## config.mk

```make
export PLATFORM = sky130hd
export DESIGN_NAME = fbs_seq
export DESIGN_NICKNAME = d
export VERILOG_FILES = /design/src/rtl/fbs_pkg.sv /design/src/rtl/fbs_delay_ctr.sv /design/src/rtl/fbs_poll_ctr.sv /design/src/rtl/fbs_addr_ctr.sv /design/src/rtl/fbs_seq.sv
export SDC_FILE = /design/constraint.sdc
export NUM_CORES = 1
export LEC_CHECK = 0
export BUFFER_PORTS_ARGS = -buffer_cell sky130_fd_sc_hd__buf_2
export CORE_MARGIN = 3
export CORE_UTILIZATION = 45
export DETAILED_ROUTE_END_ITERATION = 6
export PLACE_DENSITY_LB_ADDON = 0.3
export SLEW_MARGIN = 10
export SYNTH_ARGS = -nofsm -noshare
export SYNTH_HDL_FRONTEND = slang
export SYNTH_SLANG_ARGS = --single-unit
```

## constraint.sdc

```tcl
create_clock -name clk_i -period 2.7 [get_ports clk_i]
set_input_delay 0 -clock clk_i [delete_from_list [all_inputs] [get_ports clk_i]]
set_output_delay 0 -clock clk_i [all_outputs]
set_load 0.02 [all_outputs]
```

## src/rtl/fbs_pkg.sv

```systemverilog
package fbs_pkg;
  typedef enum logic [1:0] {
    ERR_NONE    = 2'd0,
    ERR_TIMEOUT = 2'd1,
    ERR_STATUS  = 2'd2,
    ERR_VERIFY  = 2'd3
  } fbs_err_e;

  typedef enum logic [3:0] {
    S_IDLE, S_E_SETUP, S_E_CONF, S_P_SETUP, S_P_WAIT, S_P_DATA,
    S_POLL_CMD, S_POLL_RD, S_CLR, S_RST, S_VFY, S_DONE
  } fbs_state_e;

  localparam logic       OP_ERASE        = 1'b0;
  localparam logic       OP_PROG         = 1'b1;
  localparam logic [7:0] CMD_ERASE_SETUP = 8'h20;
  localparam logic [7:0] CMD_ERASE_GO    = 8'hD0;
  localparam logic [7:0] CMD_PROG_SETUP  = 8'h40;
  localparam logic [7:0] CMD_READ_STAT   = 8'h70;
  localparam logic [7:0] CMD_CLR_STAT    = 8'h50;
  localparam logic [7:0] CMD_RESET       = 8'hFF;
  localparam logic [7:0] ERASED_BYTE     = 8'hFF;
  localparam int         ST_READY_BIT    = 7;
  localparam logic [7:0] ST_FAULT_MASK   = 8'h38;
endpackage

```

## src/rtl/fbs_delay_ctr.sv

```systemverilog
module fbs_delay_ctr #(
  parameter int DELAY_CYC = 50
) (
  input  logic clk_i,
  input  logic rst_ni,
  input  logic clr_i,
  input  logic run_i,
  output logic elapsed_o
);
  localparam int W = (DELAY_CYC > 1) ? $clog2(DELAY_CYC) : 1;
  localparam logic [W-1:0] LAST = W'(DELAY_CYC - 1);

  logic [W-1:0] cnt_q;

  always_ff @(posedge clk_i or negedge rst_ni) begin
    if (!rst_ni)                   cnt_q <= '0;
    else if (clr_i)                cnt_q <= '0;
    else if (run_i && !elapsed_o)  cnt_q <= cnt_q + 1'b1;
  end

  assign elapsed_o = (cnt_q == LAST);

  p_delay_bound_r5: assert property (@(posedge clk_i) disable iff (!rst_ni)
    cnt_q <= LAST);
endmodule

```

## src/rtl/fbs_poll_ctr.sv

```systemverilog
module fbs_poll_ctr #(
  parameter int POLL_MAX = 1000000
) (
  input  logic clk_i,
  input  logic rst_ni,
  input  logic clr_i,
  input  logic inc_i,
  output logic expired_o
);
  localparam int W = $clog2(POLL_MAX + 1);
  localparam logic [W-1:0] LIMIT = W'(POLL_MAX);

  logic [W-1:0] cnt_q;

  always_ff @(posedge clk_i or negedge rst_ni) begin
    if (!rst_ni)                  cnt_q <= '0;
    else if (clr_i)               cnt_q <= '0;
    else if (inc_i && !expired_o) cnt_q <= cnt_q + 1'b1;
  end

  assign expired_o = (cnt_q == LIMIT);

  p_poll_bound_r3: assert property (@(posedge clk_i) disable iff (!rst_ni)
    cnt_q <= LIMIT);
endmodule

```

## src/rtl/fbs_addr_ctr.sv

```systemverilog
module fbs_addr_ctr #(
  parameter int ADDR_W = 13
) (
  input  logic              clk_i,
  input  logic              rst_ni,
  input  logic              clr_i,
  input  logic              inc_i,
  output logic [ADDR_W-1:0] addr_o,
  output logic              last_o
);
  logic [ADDR_W-1:0] addr_q;

  always_ff @(posedge clk_i or negedge rst_ni) begin
    if (!rst_ni)      addr_q <= '0;
    else if (clr_i)   addr_q <= '0;
    else if (inc_i)   addr_q <= addr_q + 1'b1;
  end

  assign addr_o = addr_q;
  assign last_o = &addr_q;

  p_no_wrap_r7: assert property (@(posedge clk_i) disable iff (!rst_ni)
    (inc_i && !clr_i) |-> !last_o);
endmodule

```

## src/rtl/fbs_seq.sv

```systemverilog
module fbs_seq
  import fbs_pkg::*;
#(
  parameter int ADDR_W    = 13,
  parameter int DELAY_CYC = 50,
  parameter int POLL_MAX  = 1000000
) (
  input  logic              clk_i,
  input  logic              rst_ni,
  input  logic              start_i,
  input  logic              op_i,
  output logic              done_o,
  output logic [1:0]        err_o,
  output logic [ADDR_W-1:0] fl_addr_o,
  output logic [7:0]        fl_wdata_o,
  output logic              fl_we_o,
  output logic              fl_re_o,
  input  logic [7:0]        fl_rdata_i,
  output logic [ADDR_W-1:0] buf_addr_o,
  input  logic [7:0]        buf_data_i
);
  fbs_state_e        state_q, state_d;
  logic              op_q;
  fbs_err_e          err_q, err_d;
  logic [ADDR_W-1:0] cur_addr;
  logic              addr_last, addr_clr, addr_inc;
  logic              dly_done, poll_exp, poll_clr;
  logic              st_ready, st_fault, vfy_miss;
  logic [7:0]        vfy_exp;

  fbs_addr_ctr #(.ADDR_W(ADDR_W)) u_addr (
    .clk_i, .rst_ni, .clr_i(addr_clr), .inc_i(addr_inc),
    .addr_o(cur_addr), .last_o(addr_last)
  );

  fbs_delay_ctr #(.DELAY_CYC(DELAY_CYC)) u_dly (
    .clk_i, .rst_ni, .clr_i(state_q == S_P_SETUP),
    .run_i(state_q == S_P_WAIT), .elapsed_o(dly_done)
  );

  fbs_poll_ctr #(.POLL_MAX(POLL_MAX)) u_poll (
    .clk_i, .rst_ni, .clr_i(poll_clr),
    .inc_i(state_q == S_POLL_CMD), .expired_o(poll_exp)
  );

  assign st_ready = fl_rdata_i[ST_READY_BIT];
  assign st_fault = |(fl_rdata_i & ST_FAULT_MASK);
  assign vfy_exp  = (op_q == OP_PROG) ? buf_data_i : ERASED_BYTE;
  assign vfy_miss = (fl_rdata_i != vfy_exp);
  assign poll_clr = (state_q == S_E_CONF) || (state_q == S_P_DATA);

  // next state
  always_comb begin
    state_d = state_q;
    unique case (state_q)
      S_IDLE:     if (start_i) state_d = (op_i == OP_PROG) ? S_P_SETUP : S_E_SETUP;
      S_E_SETUP:  state_d = S_E_CONF;
      S_E_CONF:   state_d = S_POLL_CMD;
      S_P_SETUP:  state_d = S_P_WAIT;
      S_P_WAIT:   if (dly_done) state_d = S_P_DATA;
      S_P_DATA:   state_d = S_POLL_CMD;
      S_POLL_CMD: state_d = S_POLL_RD;
      S_POLL_RD: begin
        if (st_ready) begin
          if (st_fault || op_q == OP_ERASE || addr_last) state_d = S_CLR;
          else                                           state_d = S_P_SETUP;
        end else if (poll_exp) begin
          state_d = S_CLR;
        end else begin
          state_d = S_POLL_CMD;
        end
      end
      S_CLR:      state_d = S_RST;
      S_RST:      state_d = S_VFY;
      S_VFY:      if (vfy_miss || addr_last) state_d = S_DONE;
      S_DONE:     state_d = S_IDLE;
      default:    state_d = S_IDLE;
    endcase
  end

  // result code, first error wins
  always_comb begin
    err_d = err_q;
    if (state_q == S_IDLE && start_i) begin
      err_d = ERR_NONE;
    end else if (err_q == ERR_NONE) begin
      if (state_q == S_POLL_RD && st_ready && st_fault)      err_d = ERR_STATUS;
      else if (state_q == S_POLL_RD && !st_ready && poll_exp) err_d = ERR_TIMEOUT;
      else if (state_q == S_VFY && vfy_miss)                  err_d = ERR_VERIFY;
    end
  end

  assign addr_clr = (state_q == S_IDLE) || (state_q == S_RST);
  assign addr_inc = (state_q == S_POLL_RD && st_ready && !st_fault &&
                     op_q == OP_PROG && !addr_last) ||
                    (state_q == S_VFY && !vfy_miss && !addr_last);

  always_ff @(posedge clk_i or negedge rst_ni) begin
    if (!rst_ni) begin
      state_q <= S_IDLE;
      op_q    <= OP_ERASE;
      err_q   <= ERR_NONE;
    end else begin
      state_q <= state_d;
      err_q   <= err_d;
      if (state_q == S_IDLE && start_i) op_q <= op_i;
    end
  end

  // flash bus
  always_comb begin
    fl_we_o    = 1'b0;
    fl_re_o    = 1'b0;
    fl_addr_o  = '0;
    fl_wdata_o = '0;
    unique case (state_q)
      S_E_SETUP:  begin fl_we_o = 1'b1; fl_wdata_o = CMD_ERASE_SETUP; end
      S_E_CONF:   begin fl_we_o = 1'b1; fl_wdata_o = CMD_ERASE_GO;    end
      S_P_SETUP:  begin fl_we_o = 1'b1; fl_addr_o = cur_addr; fl_wdata_o = CMD_PROG_SETUP; end
      S_P_DATA:   begin fl_we_o = 1'b1; fl_addr_o = cur_addr; fl_wdata_o = buf_data_i;     end
      S_POLL_CMD: begin fl_we_o = 1'b1; fl_wdata_o = CMD_READ_STAT;   end
      S_POLL_RD:  fl_re_o = 1'b1;
      S_CLR:      begin fl_we_o = 1'b1; fl_wdata_o = CMD_CLR_STAT;    end
      S_RST:      begin fl_we_o = 1'b1; fl_wdata_o = CMD_RESET;       end
      S_VFY:      begin fl_re_o = 1'b1; fl_addr_o = cur_addr;         end
      default: ;
    endcase
  end

  assign buf_addr_o = cur_addr;
  assign done_o     = (state_q == S_DONE);
  assign err_o      = err_q;

  p_erase_pair_r1: assert property (@(posedge clk_i) disable iff (!rst_ni)
    (state_q == S_E_SETUP) |=> (fl_we_o && fl_wdata_o == CMD_ERASE_GO && fl_addr_o == '0));
  p_read_after_cmd_r2: assert property (@(posedge clk_i) disable iff (!rst_ni)
    (state_q == S_POLL_CMD) |=> (fl_re_o && fl_addr_o == '0));
  p_we_re_excl_r2: assert property (@(posedge clk_i) disable iff (!rst_ni)
    !(fl_we_o && fl_re_o));
  p_clr_then_reset_r4: assert property (@(posedge clk_i) disable iff (!rst_ni)
    (state_q == S_CLR) |=> (fl_we_o && fl_wdata_o == CMD_RESET));
  p_verify_entry_r4: assert property (@(posedge clk_i) disable iff (!rst_ni)
    (state_q == S_VFY) |-> ($past(state_q) == S_RST || $past(state_q) == S_VFY));
  p_data_after_wait_r5: assert property (@(posedge clk_i) disable iff (!rst_ni)
    (state_q == S_P_DATA) |-> ($past(state_q) == S_P_WAIT));
  p_done_pulse_r8: assert property (@(posedge clk_i) disable iff (!rst_ni)
    done_o |=> !done_o);
  p_err_sticky_r8: assert property (@(posedge clk_i) disable iff (!rst_ni)
    (state_q != S_IDLE && err_q != ERR_NONE) |=> (err_q == $past(err_q)));
endmodule

```

* Word level (Yosys, flattened, before mapping)
Index checks and enable logic that the tools add are counted.
** Storage, ports and cells
- Output and inout port bits :: 39
- Input port bits :: 20
- Register bits after elaboration :: 46
** Operators by class
- Reductions and logical operators :: 40
- Muxes and demuxes :: 24
- Eq/ne operators :: 17
- Add/subtract/negate cells :: 3
- Bitwise logic cells :: 1
** Operators by type and width (count)
- $pmux 8 s7 :: 1
- $mux 20 :: 2
- $pmux 4 s10 :: 1
- $mux 13 :: 3
- $mux 4 :: 6
- $add 20x1->20 const B :: 1
- $eq 20x20->1 const B :: 1
- $eq 4x3->1 const B :: 4
- $eq 4x4->1 const B :: 4
- $add 13x1->13 const B :: 1
- $logic_and 1x1->1 :: 13
- $reduce_and 13->1 :: 1
- $mux 2 :: 6
- $mux 6 :: 2
- $eq 4x2->1 const B :: 2
- $mux 8 :: 1
- $ne 8x8->1 :: 1
- $reduce_bool 2->1 :: 4
- $reduce_or 7->1 :: 1
- $add 6x1->6 const B :: 1
- $eq 6x6->1 const B :: 1
- $logic_not 1->1 :: 6
- $logic_or 1x1->1 :: 6
- $ne 2x2->1 const B :: 3
- other kinds (10) :: 13

* Depth between registers and ports, before layout
Gate-level depths: netlist (run 1).
- Depth after elaboration :: 8
- Mapped depth :: 9

* By module
Synthesis (run 1) repeated with hierarchy kept, for this count alone.
** Unflattened totals
- Cell total of the unflattened synthesis :: 372
- Area, all modules :: 3150.5 µm²
** By module, submodules not included
- fbs_poll_ctr :: seq. area each 500.5 µm², cells each 126, times used 1, area each 1193.6 µm²
- fbs_seq :: seq. area each 175.2 µm², cells each 144, times used 1, area each 958.4 µm²
- fbs_addr_ctr :: seq. area each 325.3 µm², cells each 65, times used 1, area each 644.4 µm²
- fbs_delay_ctr :: seq. area each 150.1 µm², cells each 37, times used 1, area each 354.1 µm²

* Least setup slack after synthesis (run 1)
Ideal clock, no wire load.
- Kind :: flip-flop to flip-flop
- Start :: register u_addr.addr_q[0], in the netlist u_addr.addr_o[0]
- End :: register u_addr.addr_q[2], in the netlist u_addr.addr_o[2]
- Data required time :: 2613 ps
- Period minus slack after synthesis :: 2073 ps
- Arrival :: 1986 ps
- Buffers on the path :: 0
- Stages on the path, launching flop included :: 8
- Path slack :: 627 ps
- Path through :: dfrtp_1 -> ha_1 -> nand3_2 -> nor4_4 -> a21boi_2 -> nand3_4 -> mux2_4 -> a211oi_2
** On the way
- Word-level cells in the longest chain between the ends :: 5
- Elaborated cells between the ends (all ways) :: 9
** Ends and longest elaborated chain
- start, declared :: line fbs_addr_ctr.sv:11 : logic [ADDR_W-1:0] addr_q;
- start signal, assigned :: line fbs_addr_ctr.sv:16 : else if (inc_i) addr_q <= addr_q + 1'b1;
- parallel branches: the longest is 5 deep, another holds $add 13x1->13
Parallel ways; which one is timed is not known. The select of a mux whose other input is x is not followed.
A chain may end at the register's enable or synchronous reset.

* Worst setup path after layout (run 1)
Same ends and word-level chain as after synthesis.

==> implementation parameters, run 1 <==
Parameter                              Value

Outcome
  Outcome ... completed

Yosys
  Leading cell types by count after synthesis ... dfrtp_1 (46), nor2_1 (46), nand2_1 (41), nand3_1 (22), a21oi_1 (20)
  Gate count of the mapped netlist ... 391
  Post-synthesis register bit count ... 46
  Proportion of synthesized chip area in sequential cells ... 35.0%
  Count of flip-flops with a built-in enable after synthesis ... 0
  Number of distinct library cell variants in the gate-level netlist after synthesis ... 71
  Post-synthesis cell type with the largest combined area ... dfrtp_1
  Number of nets produced by synthesis ... 416
  Cells taking the most area after synthesis ... dfrtp_1 (35%), nor2_1 (5.3%), nand2_1 (4.7%)
  Synth Cell Area ... between 3000 and 4000 µm²
  YS warnings ... 0
  Mean post-synth cell area ... 8.41 µm²
  Most frequently used flop master after synthesis ... dfrtp_1
  Top-area cell type share of the netlist area ... 35.0%
  Share of async-settable or async-resettable flops after synthesis ... 100%

STA
  Slew at the pin closest to its max-slew limit ... 1.03 ns
  Min Clock Period, post-route ... 2.21 ns
  Pins over their slew limit ... 0
  Relative slew slack ... 31.6%
  Count of final setup violators ... 0
  Final hold viol count ... 0
  Final-layout setup total negative slack ... 0 ns
  Maximum clock rate ... 0.453 GHz
  Clock tree skew after final layout ... 0.00993 ns
  Post-route fraction of the period consumed by the critical path ... 81.8%
  Setup repair after global routing missed its margin ... no
  Worst hold slack after final layout ... approximately 0.029 ns

Worst setup path
  Worst Setup Start Kind ... flip-flop
  Buffers plus inverters on the worst setup path ... 0
  Endpoint class of the critical path ... flip-flop
  Series of cell instances along the critical path ... ha_1 -> nand3_2 -> nor4_4 -> a21boi_2 -> nand3_4 -> mux2_4 -> a211oi_2
  Family with the most delay on the worst path ... simple AND/OR/NAND/NOR gates
  WS Path Type ... flip-flop to flip-flop
  Largest fanout on the critical path ... 19
  CP required ... between 2 and 3 ns
  CP peak stage delay ... 0.46 ns
  Data arrival time of the critical path ... 2.44 ns
  Slowest library cell on the worst path ... dfrtp_1

CTS
  CTS sink count ... 46
  Number of buffers on the longest clock path ... 2
  Clock tree from TritonCTS ... done
  Number of buffers created by CTS ... 5
  H-tree Lvls ... 2
  Post-CTS Repair Setup Buffers ... 0
  Clock transition at path regs ... 0.10 ns
  Post_cts resized ... 0
  Cell chosen for the clock root ... clkbuf_8
  Worst-skew pair later-pin latency ... 0.31 ns

Final layout
  Final core occ ... 53.6%
  Layout overhead on the synthesized area ... 13.2%
  Register cell area after layout ... 1150 µm²
  Ratio of cells with drive above 1 in the final layout ... 20.3%
  Multi-input gate area in the final layout ... 1970 µm²
  Final nets ... 468
  Number of inserted diodes ... 0
  Fillcell total ... 663

Drt
  Count of unresolved DRC violations after routing ... 0
  Routed wire per std cell ... ~15 µm
  Ratio of routed vias to standard cells ... 5.65
  WL final ... 7880 µm
  Antenna viol nets, final ... 0
  Vias ... ~3000
  First drt pass iteration count ... 5
  Violation count after the first detailed-routing iteration ... 139

Global route
  Global routing met2 resource utilization ... 31.6%
  Overflow after GRT ... 0
  Global routing's busiest layer ... met2
  Number of antenna violations at the first check in global routing ... 0
  Routing usage on met3 ... 3.23%
  Wire length of the first global-routing pass ... approximately 13000 µm
  Met1 Track Usage GR ... 25.1%
  Via count of the first global-routing pass ... between 2000 and 3000
  Maximum number of pins on one net before global-route repair ... between 40 and 50
  Total routing usage reported by global routing ... 18.8%

Power and ir drop
  Sw Ratio ... between 40 and 50%
  Largest voltage drop on the vdd net ... 0.000545 V
  Overall power consumption ... 2.52 mW
  Power density over cell area ... 677 nW/µm²
  Fraction of power consumed by sequential logic ... 37.7%
  Internal power of the cells ... between 1 and 1.5 mW
  Switching power ... 1.12 mW
  Combinational share of power ... ~45%
  Share of total power in the clock network ... 17.1%
  Total leakage power ... 1.67 nW

Job
  Number of maximum-capacitance constraint violations ... 0

Die
  Row count ... 30
  Number of placed I/O pins ... 59
  Die width ... 91.5 µm
  Core box area ... ~7000 µm²
  Full die area ... roughly 8400 µm²
  Vertical die dimension ... 91.5 µm
  Initial Util ... 47.4%

Placement
  Port bufs ... 58
  Routability congestion estimate ... 0.831
  Half-perimeter wire length of the detailed placement result ... 5700 µm

Min path
  Worst hold-check path type ... primary input to flip-flop
logic make-up (layout without fill, tap and decap cells):
group / after synthesis / count (layout) / synth area share (%)
XOR/XNOR: 27 / 27 / 7.19
multiplexers: 4 / 4 / 1.41
adder cells (fa/ha/maj): 5 / 5 / 1.90
AO/OA/AOI/OAI: 81 / 81 / 17.5
flip-flops: 46 / 46 / 35.0
AND/OR/NAND/NOR: 196 / 196 / 32.1
buffers and inverters: 32 / 85 / 4.95
metal layers:
| metal | up-vias | part of all wire (%) |
|---|---|---|
| met2 | 106 | 47 |
| li1 | 1506 | - |
| met5 | - | 0 |
| met3 | 9 | 6.1 |
| met1 | 1428 | 46 |
| met4 | 0 | 1.2 |
worst paths after layout:
path | start | endpoint | slack [ns] | cells past startpoint
worst max-delay path | u_addr.addr_o[0] | u_addr.addr_o[2] | 0.49 | 7
worst min-delay path | op_i | op_q | 0.03 | 3
worst max register to register | u_addr.addr_o[0] | u_addr.addr_o[2] | 0.49 | 7
worst min register to register | err_o[1] | err_o[0] | 0.49 | 1
max in group asynchronous | rst_ni | u_dly.cnt_q[5] | 1.66 | 2
min in group asynchronous | rst_ni | u_poll.cnt_q[11] | 0.41 | 2
power groups by stage:
| stage | logic [mW] | clock network [mW] | registers, mW |
|---|---|---|---|
| 2_1_floorplan | 0.904 | 0 | 0.881 |
| 3_3_place_gp | 1.13 | 0 | 0.949 |
| 3_5_place_dp | 1.13 | 0 | 0.959 |
| 4_1_cts | 1.14 | 0.445 | 0.947 |
| 5_1_grt | 1.27 | 0.472 | 0.973 |
| 6_report | 1.14 | 0.431 | 0.950 |
state kept, by name (all words and copies together), names as in the netlist:
signal         flops
u_poll.cnt_q      20
state_q            4
err_o              2
op_q               1
u_addr.addr_o     13
u_dly.cnt_q        6
timing repair:
item | in CTS | in global routing
endpoints found under the setup margin | 0 | 0
hold buffers | 1 | 0
endpoints found under the hold margin | 46 | 0
final cells by class:
type                       count  area share, %
clock buffer                   6           1.95
clock inverter                 2          0.370
inverter                      12           1.21
multi-input combinational    313           53.0
sequential                    46           30.9
tap                           96           3.23
timing repair buffer          65           9.28
cell usage in the layout, fill, tap and decap left out, types with 4 or more instances in the layout:
cell type | synthesis | layout
a211o_1 | 4 | 4
a21oi_1 | 20 | 20
a31oi_1 | 6 | 6
and2_1 | 9 | 9
and3_1 | 5 | 5
buf_2 | 6 | 58
buf_4 | 3 | 6
clkbuf_8 | 0 | 5
dfrtp_1 | 46 | 46
ha_1 | 5 | 5
inv_1 | 12 | 12
nand2_1 | 41 | 41
nand2b_1 | 6 | 6
nand3_1 | 22 | 22
nand4_1 | 11 | 11
nor2_1 | 46 | 46
nor2b_1 | 14 | 14
nor3_1 | 9 | 9
nor4_1 | 4 | 4
o21ai_0 | 16 | 16
o22ai_1 | 4 | 4
xnor2_1 | 11 | 11
xor2_1 | 16 | 16
worst min-delay path, cell delays in order:
cell,delay (ns)
buf_2,0.09
inv_1,0.09
o21ai_0,0.10
metrics by stage:
stage | instances | worst slack [ns] | instance area [µm²]
4_1_cts | 540 | 0.489 | 3720
3_3_place_gp | 531 | 0.606 | 3630
6_report | 540 | 0.491 | 3720
5_1_grt | 540 | 0.309 | 3720
3_5_place_dp | 531 | 0.503 | 3630
2_1_floorplan | 391 | 0.627 | 3290
Note: power is estimated with default switching activity, not from simulation.
==> inputs of run 2 (changes only) <==
- ABC_AREA: not set -> 1
- clock period: 2.7 -> 2.07 ns (I/O delays scaled with it)
==> run 2 against run 1 <==
Compared with the run above:
- synthesized cell count up 34%
- clock skew down 0.0020 ns
- final cell count up 27%
- critical path depth up 4
==> implementation parameters, run 2 <==
Parameter                              Value

Global route
  Via count of the first global-routing pass ... ~3400
  Total routing usage reported by global routing ... 21.1%
  Overflow after GRT ... 0
  Maximum number of pins on one net before global-route repair ... 25
  Number of antenna violations at the first check in global routing ... 0
  Wire length of the first global-routing pass ... 14900 µm

Final layout
  Summed area of non-filler cells in the final layout ... ~3900 µm²
  Ratio of cells with drive above 1 in the final layout ... between 10% and 20%
  Most common library cell in the layout ignoring fill and taps ... nand2_1
  Register with the highest flop count ... u_poll.cnt_q
  Multi-input gate area in the final layout ... 1900 µm²
  Fillcell total ... 768
  Flip-flop count of the largest register after layout ... 20
  Final nets ... about 610
  Register cell area after layout ... between 1000 and 1500 µm²
  Layout overhead on the synthesized area ... 15.4%
  Most used cells in the layout excluding fill and tap cells ... nand2_1 (161), inv_1 (75), nor2_1 (72)
  Number of inserted diodes ... 0

CTS
  H-tree Lvls ... 2
  Clock transition at path regs ... about 0.08 ns
  Worst-skew pair later-pin latency ... approximately 0.30 ns
  Cell chosen for the clock root ... clkbuf_8
  Post-CTS Repair Setup Buffers ... 0
  CTS sink count ... 46
  Number of buffers on the longest clock path ... 2
  Number of buffers created by CTS ... 5
  Clock tree from TritonCTS ... done

Die
  Number of placed I/O pins ... 59
  Die width ... slightly above 90 µm
  Vertical die dimension ... 92.8 µm
  Initial Util ... 46.5%
  Full die area ... 8620 µm²
  Row count ... 31
  Core box area ... 7290 µm²

STA
  Worst setup slack after layout ... between 0.2 and 0.25 ns
  Clock tree skew after final layout ... between 0.007 and 0.008 ns
  Maximum clock rate ... ~0.53 GHz
  Min Clock Period, post-route ... 1.87 ns
  Pins over their slew limit ... 0
  Relative slew slack ... 60.8%
  Setup repair after global routing missed its margin ... yes
  Post-route fraction of the period consumed by the critical path ... 90.3%
  Final hold viol count ... 0
  Count of final setup violators ... 0
  Slew at the pin closest to its max-slew limit ... 0.588 ns

Drt
  Routed wire per std cell ... ~12 µm
  Routed length on met1 ... roughly 3800 µm
  WL final ... 8540 µm
  Detailed-routed wire length on met2 ... 4200 µm
  Count of unresolved DRC violations after routing ... 0
  Vias ... 3534
  Violation count after the first detailed-routing iteration ... 248
  Total length of routed met3 wires ... 387 µm
  Max Used Layer ... met4
  Antenna viol nets, final ... 0
  Ratio of routed vias to standard cells ... 5.14
  First drt pass iteration count ... 5

Job
  Number of maximum-capacitance constraint violations ... 0

Yosys
  Proportion of synthesized chip area in sequential cells ... 33.9%
  Cell with the most instances after synthesis ... nand2_1
  Post-synthesis register bit count ... 46
  Post-synthesis cell type with the largest combined area ... dfrtp_1
  Gate count of the mapped netlist ... about 520
  Number of nets produced by synthesis ... 549
  Synth Cell Area ... 3390 µm²
  Mean post-synth cell area ... between 6 and 7 µm²
  Count of flip-flops with a built-in enable after synthesis ... 0
  Cells taking the most area after synthesis ... dfrtp_1 (34%), nand2_1 (18%), inv_1 (8.3%)
  Leading cell types by count after synthesis ... nand2_1 (161), inv_1 (75), nor2_1 (74), dfrtp_1 (46), nand3_1 (40)
  YS warnings ... 0
  Number of distinct library cell variants in the gate-level netlist after synthesis ... 31
  Share of async-settable or async-resettable flops after synthesis ... 100%
  Most frequently used flop master after synthesis ... dfrtp_1
  Top-area cell type share of the netlist area ... between 30% and 40%

Worst setup path
  Series of cell instances along the critical path ... ha_1 -> nand3_2 -> inv_1 -> nand2_1 -> nor2_4 -> nor2_1 -> nand3_2 -> nand2_4 -> buf_4 -> nand2_1 -> o21ai_0
  Largest fanout on the critical path ... 9
  WS Path Type ... flip-flop to flip-flop
  Endpoint class of the critical path ... flip-flop
  CP required ... 2.25 ns
  CP peak stage delay ... 0.43 ns
  Worst Setup Start Kind ... flip-flop
  Slowest library cell on the worst path ... dfrtp_1
  Data arrival time of the critical path ... just over 2 ns

Placement
  Routability congestion estimate ... 0.927
  Port bufs ... 58
  Worst setup slack before clock tree synthesis ... ~0.20 ns
  Half-perimeter wire length of the detailed placement result ... ~6500 µm
  Post-Place Cell Area ... 3790 µm²

Outcome
  Outcome ... completed

Power and ir drop
  Power density over cell area ... 962 nW/µm²
  Total leakage power ... between 2 and 2.5 nW
  Largest voltage drop on the vdd net ... roughly 0.00048 V

Min path
  Worst hold-check path type ... primary input to flip-flop
-- run 2: what timing repair did --
item,CTS,global route
endpoints found under the setup margin,13,20
hold buffers,2,0
hold endpoints to repair,23,0
gates resized for setup,1,4
-- run 2: final cells by class --
type                    instances  area share, %
clock buffers                   6           2.11
inverters                      81           7.80
multi-input cells             389           48.5
flip-flops and latches         46           29.4
well taps                      99           3.16
repair buffers                 66           9.07
-- run 2: path summary, 6_finish.rpt --
path | depth (start not counted) | slack [ns] | endpoint | startpoint
max reg2reg | 11 | 0.20 | u_addr.addr_o[2] | u_addr.addr_o[1]
max in group asynchronous | 3 | 1.23 | u_addr.addr_o[8] | rst_ni
max | 11 | 0.20 | u_addr.addr_o[2] | u_addr.addr_o[1]
min reg2reg | 2 | 0.50 | err_o[1] | err_o[1]
min | 4 | 0.07 | op_q | start_i
min in group asynchronous | 2 | 0.23 | u_poll.cnt_q[5] | rst_ni
-- run 2: layer usage --
| layer | GRT usage, % | vias to the layer above |
|---|---|---|
| li1 | - | 1769 |
| met1 | 26.2 | 1646 |
| met2 | 37.0 | 99 |
| met3 | 3.33 | 20 |
| met4 | 6.96 | 0 |
| met5 | 0 | - |
-- run 2: per-stage QoR --
| step | hold slack [ns] | TNS, ns | instances | total power, mW | util (%) |
|---|---|---|---|---|---|
| final | 0.0721 | 0 | 687 | 3.77 | 53.7 |
| after global routing | 0.113 | -0.00949 | 687 | 4.09 | 53.7 |
| after CTS | 0.0673 | 0 | 687 | 3.78 | 53.5 |
| after detailed placement | 0.0380 | 0 | 679 | 3.21 | 52.0 |
| after global placement | 0.0310 | 0 | 679 | 3.18 | 52.0 |
| after floorplan | -0.296 | 0 | 524 | 2.72 | - |
-- run 2: kinds of logic after synthesis --
logic type                 synth area share (%)
and+or+nand+nor                            41.7
buffers and inverters                      10.8
DFF                                        33.9
AOI/OAI and AO/OA                          7.12
xor gates and xnor gates                   4.65
adders and majority gates                  1.84
-- run 2: power by group --
group | switching, mW | internal, mW | leakage, nW
registers | 0.183 | 1.05 | 0.622
clock network | 0.295 | 0.258 | 0.0431
logic | 1.37 | 0.619 | 1.50
-- run 2: critical path: cells and delay by family, from the launching register on --
kind,cells,cell delay [ns]
AOI/OAI and AO/OA,1,0.07
adders and majority gates,1,0.25
buffers and inverters,2,0.28
DFF,1,0.43
and+or+nand+nor,7,0.71
==> inputs of run 3 (changes only) <==
- CORE_ASPECT_RATIO: not set -> 0.8
- CTS_CLUSTER_DIAMETER: not set -> 150
- clock period: 2.07 -> 2.15 ns (I/O delays scaled with it)
==> run 3 against run 2 <==
Compared with the run above:
- non-clock buffer count rose by 8
- routed wire length fell by 2.4%
- largest power group unchanged
- sequential cell count did not move
- clock skew fell by 0.0019 ns
- via count fell by 0.71%
==> implementation parameters, run 3 (same netlist as run 2, synthesis figures left out) <==
Parameter                              Value

Final layout
  Ratio of cells with drive above 1 in the final layout ... 17.4%
  Final core occ ... around 56%
  Most used cells in the layout excluding fill and tap cells ... nand2_1 (161), inv_1 (75), nor2_1 (74)
  Flip-flop count of the largest register after layout ... 20
  Register with the highest flop count ... u_poll.cnt_q
  Fillcell total ... around 700
  Layout overhead on the synthesized area ... 17.0%
  Most common library cell in the layout ignoring fill and taps ... nand2_1
  Final nets ... 622
  Summed area of non-filler cells in the final layout ... 3970 µm²
  Number of inserted diodes ... 0

Drt
  Vias ... 3509
  Violation count after the first detailed-routing iteration ... 267
  Routed wire per std cell ... 12.2 µm
  WL final ... 8340 µm
  First drt pass iteration count ... 5
  Antenna viol nets, final ... 0
  Ratio of routed vias to standard cells ... 5.12
  Count of unresolved DRC violations after routing ... 0

Global route
  Via count of the first global-routing pass ... 3129
  Overflow after GRT ... 0
  Number of antenna violations at the first check in global routing ... 0
  Wire length of the first global-routing pass ... 14100 µm
  Maximum number of pins on one net before global-route repair ... 47
  Total routing usage reported by global routing ... 19.7%

Worst setup path
  Worst Setup Start Kind ... flip-flop
  Largest fanout on the critical path ... 11
  WS Path Type ... flip-flop to flip-flop
  Data arrival time of the critical path ... 2.14 ns
  Worst Setup SP ... u_addr.addr_o[1]
  RR Startpoint ... u_addr.addr_o[1]
  Endpoint class of the critical path ... flip-flop
  CP required ... 2.35 ns

STA
  Worst hold slack after final layout ... 0.0704 ns
  Final hold viol count ... 0
  Final-layout setup total negative slack ... 0 ns
  Pins over their slew limit ... 0
  Count of final setup violators ... 0
  Clock tree skew after final layout ... 0.00600 ns
  Maximum clock rate ... 0.517 GHz
  Min Clock Period, post-route ... 1.94 ns
  Post-route fraction of the period consumed by the critical path ... 90.0%
  Slew at the pin closest to its max-slew limit ... 0.608 ns
  Relative slew slack ... around three fifths

CTS
  Worst-skew pair later-pin latency ... roughly 0.30 ns
  H-tree Lvls ... 2
  Clock transition at path regs ... 0.09 ns
  Number of buffers created by CTS ... 5
  Cell chosen for the clock root ... clkbuf_8
  Clock tree from TritonCTS ... done
  CTS sink count ... 46
  Number of buffers on the longest clock path ... 2

Die
  Initial Util ... 47.8%
  Vertical die dimension ... 83.7 µm
  Full die area ... 8630 µm²
  Core box area ... 7090 µm²
  Die width ... just over 100 µm
  Number of placed I/O pins ... 59
  Row count ... 27

Job
  Number of maximum-capacitance constraint violations ... 0

Placement
  Half-perimeter wire length of the detailed placement result ... around 6400 µm
  Routability congestion estimate ... 1.00
  Post-Place Cell Area ... 3800 µm²
  Port bufs ... slightly below 60

Min path
  Worst hold-check path type ... primary input to flip-flop
  Critical hold path startpoint ... start_i

Power and ir drop
  Largest voltage drop on the vdd net ... between 0.0004 and 0.0005 V
  Total leakage power ... 2.21 nW
  Overall power consumption ... ~3.8 mW
  Power density over cell area ... 956 nW/µm²

Outcome
  Outcome ... completed
## run 3: repair_timing
action / in CTS / in global routing
setup buffers: 0 / 5
hold buffers: 2 / 0
hold endpoints to repair: 47 / 0
setup endpoints to repair: 0 / 10
gates resized for setup: 0 / 1
## run 3: where the power goes
| group | internal (mW) | switching (mW) | total, mW |
|---|---|---|---|
| combinational | 0.667 | 1.36 | 2.03 |
| clock | 0.295 | 0.299 | 0.594 |
| sequential | 1.01 | 0.169 | 1.18 |
## run 3: path summary, 6_finish.rpt
path | slack [ns] | to | cells past startpoint
max in group asynchronous | 1.41 | u_poll.cnt_q[14] | 3
min | 0.07 | state_q[1] | 4
min reg2reg | 0.51 | err_o[0] | 2
max reg2reg | 0.21 | u_addr.addr_o[1] | 11
max | 0.21 | u_addr.addr_o[1] | 11
min in group asynchronous | 0.30 | op_q | 3
## run 3: routing by layer
metal / vias up / GRT usage (%) / part of all wire [%]
li1: 1782 / - / -
met1: 1596 / 30.0 / 48
met2: 124 / 28.8 / 43
met5: - / 0 / 0
met3: 7 / 4.09 / 8.1
met4: 0 / 3.53 / 0.76
## run 3: critical path: stages, from the launching register on
cell	delay, ns
dfrtp_1	0.45
ha_1	0.26
nand3_2	0.12
inv_1	0.06
nand2_1	0.13
nor2_4	0.06
nor2_1	0.11
nand3_2	0.19
nand2_8	0.16
clkinv_2	0.15
nand2_1	0.11
nand2_2	0.05
## run 3: final cells by class
type | count | area [µm²] | share of cell area (%)
repair buffers | 74 | 415 | 10.5
clock inverters | 1 | 8.76 | 0.221
well taps | 87 | 109 | 2.74
multi-input cells | 389 | 1880 | 47.5
flip-flops and latches | 46 | 1150 | 29.0
clock buffers | 7 | 96.3 | 2.43
inverters | 81 | 305 | 7.69
## run 3: through the flow
step,worst slack (ns),std cells
after CTS,0.137,680
after global routing,-0.00604,685
after floorplan,0.346,524
after global placement,0.171,670
after detailed placement,0.153,670
final,0.215,685
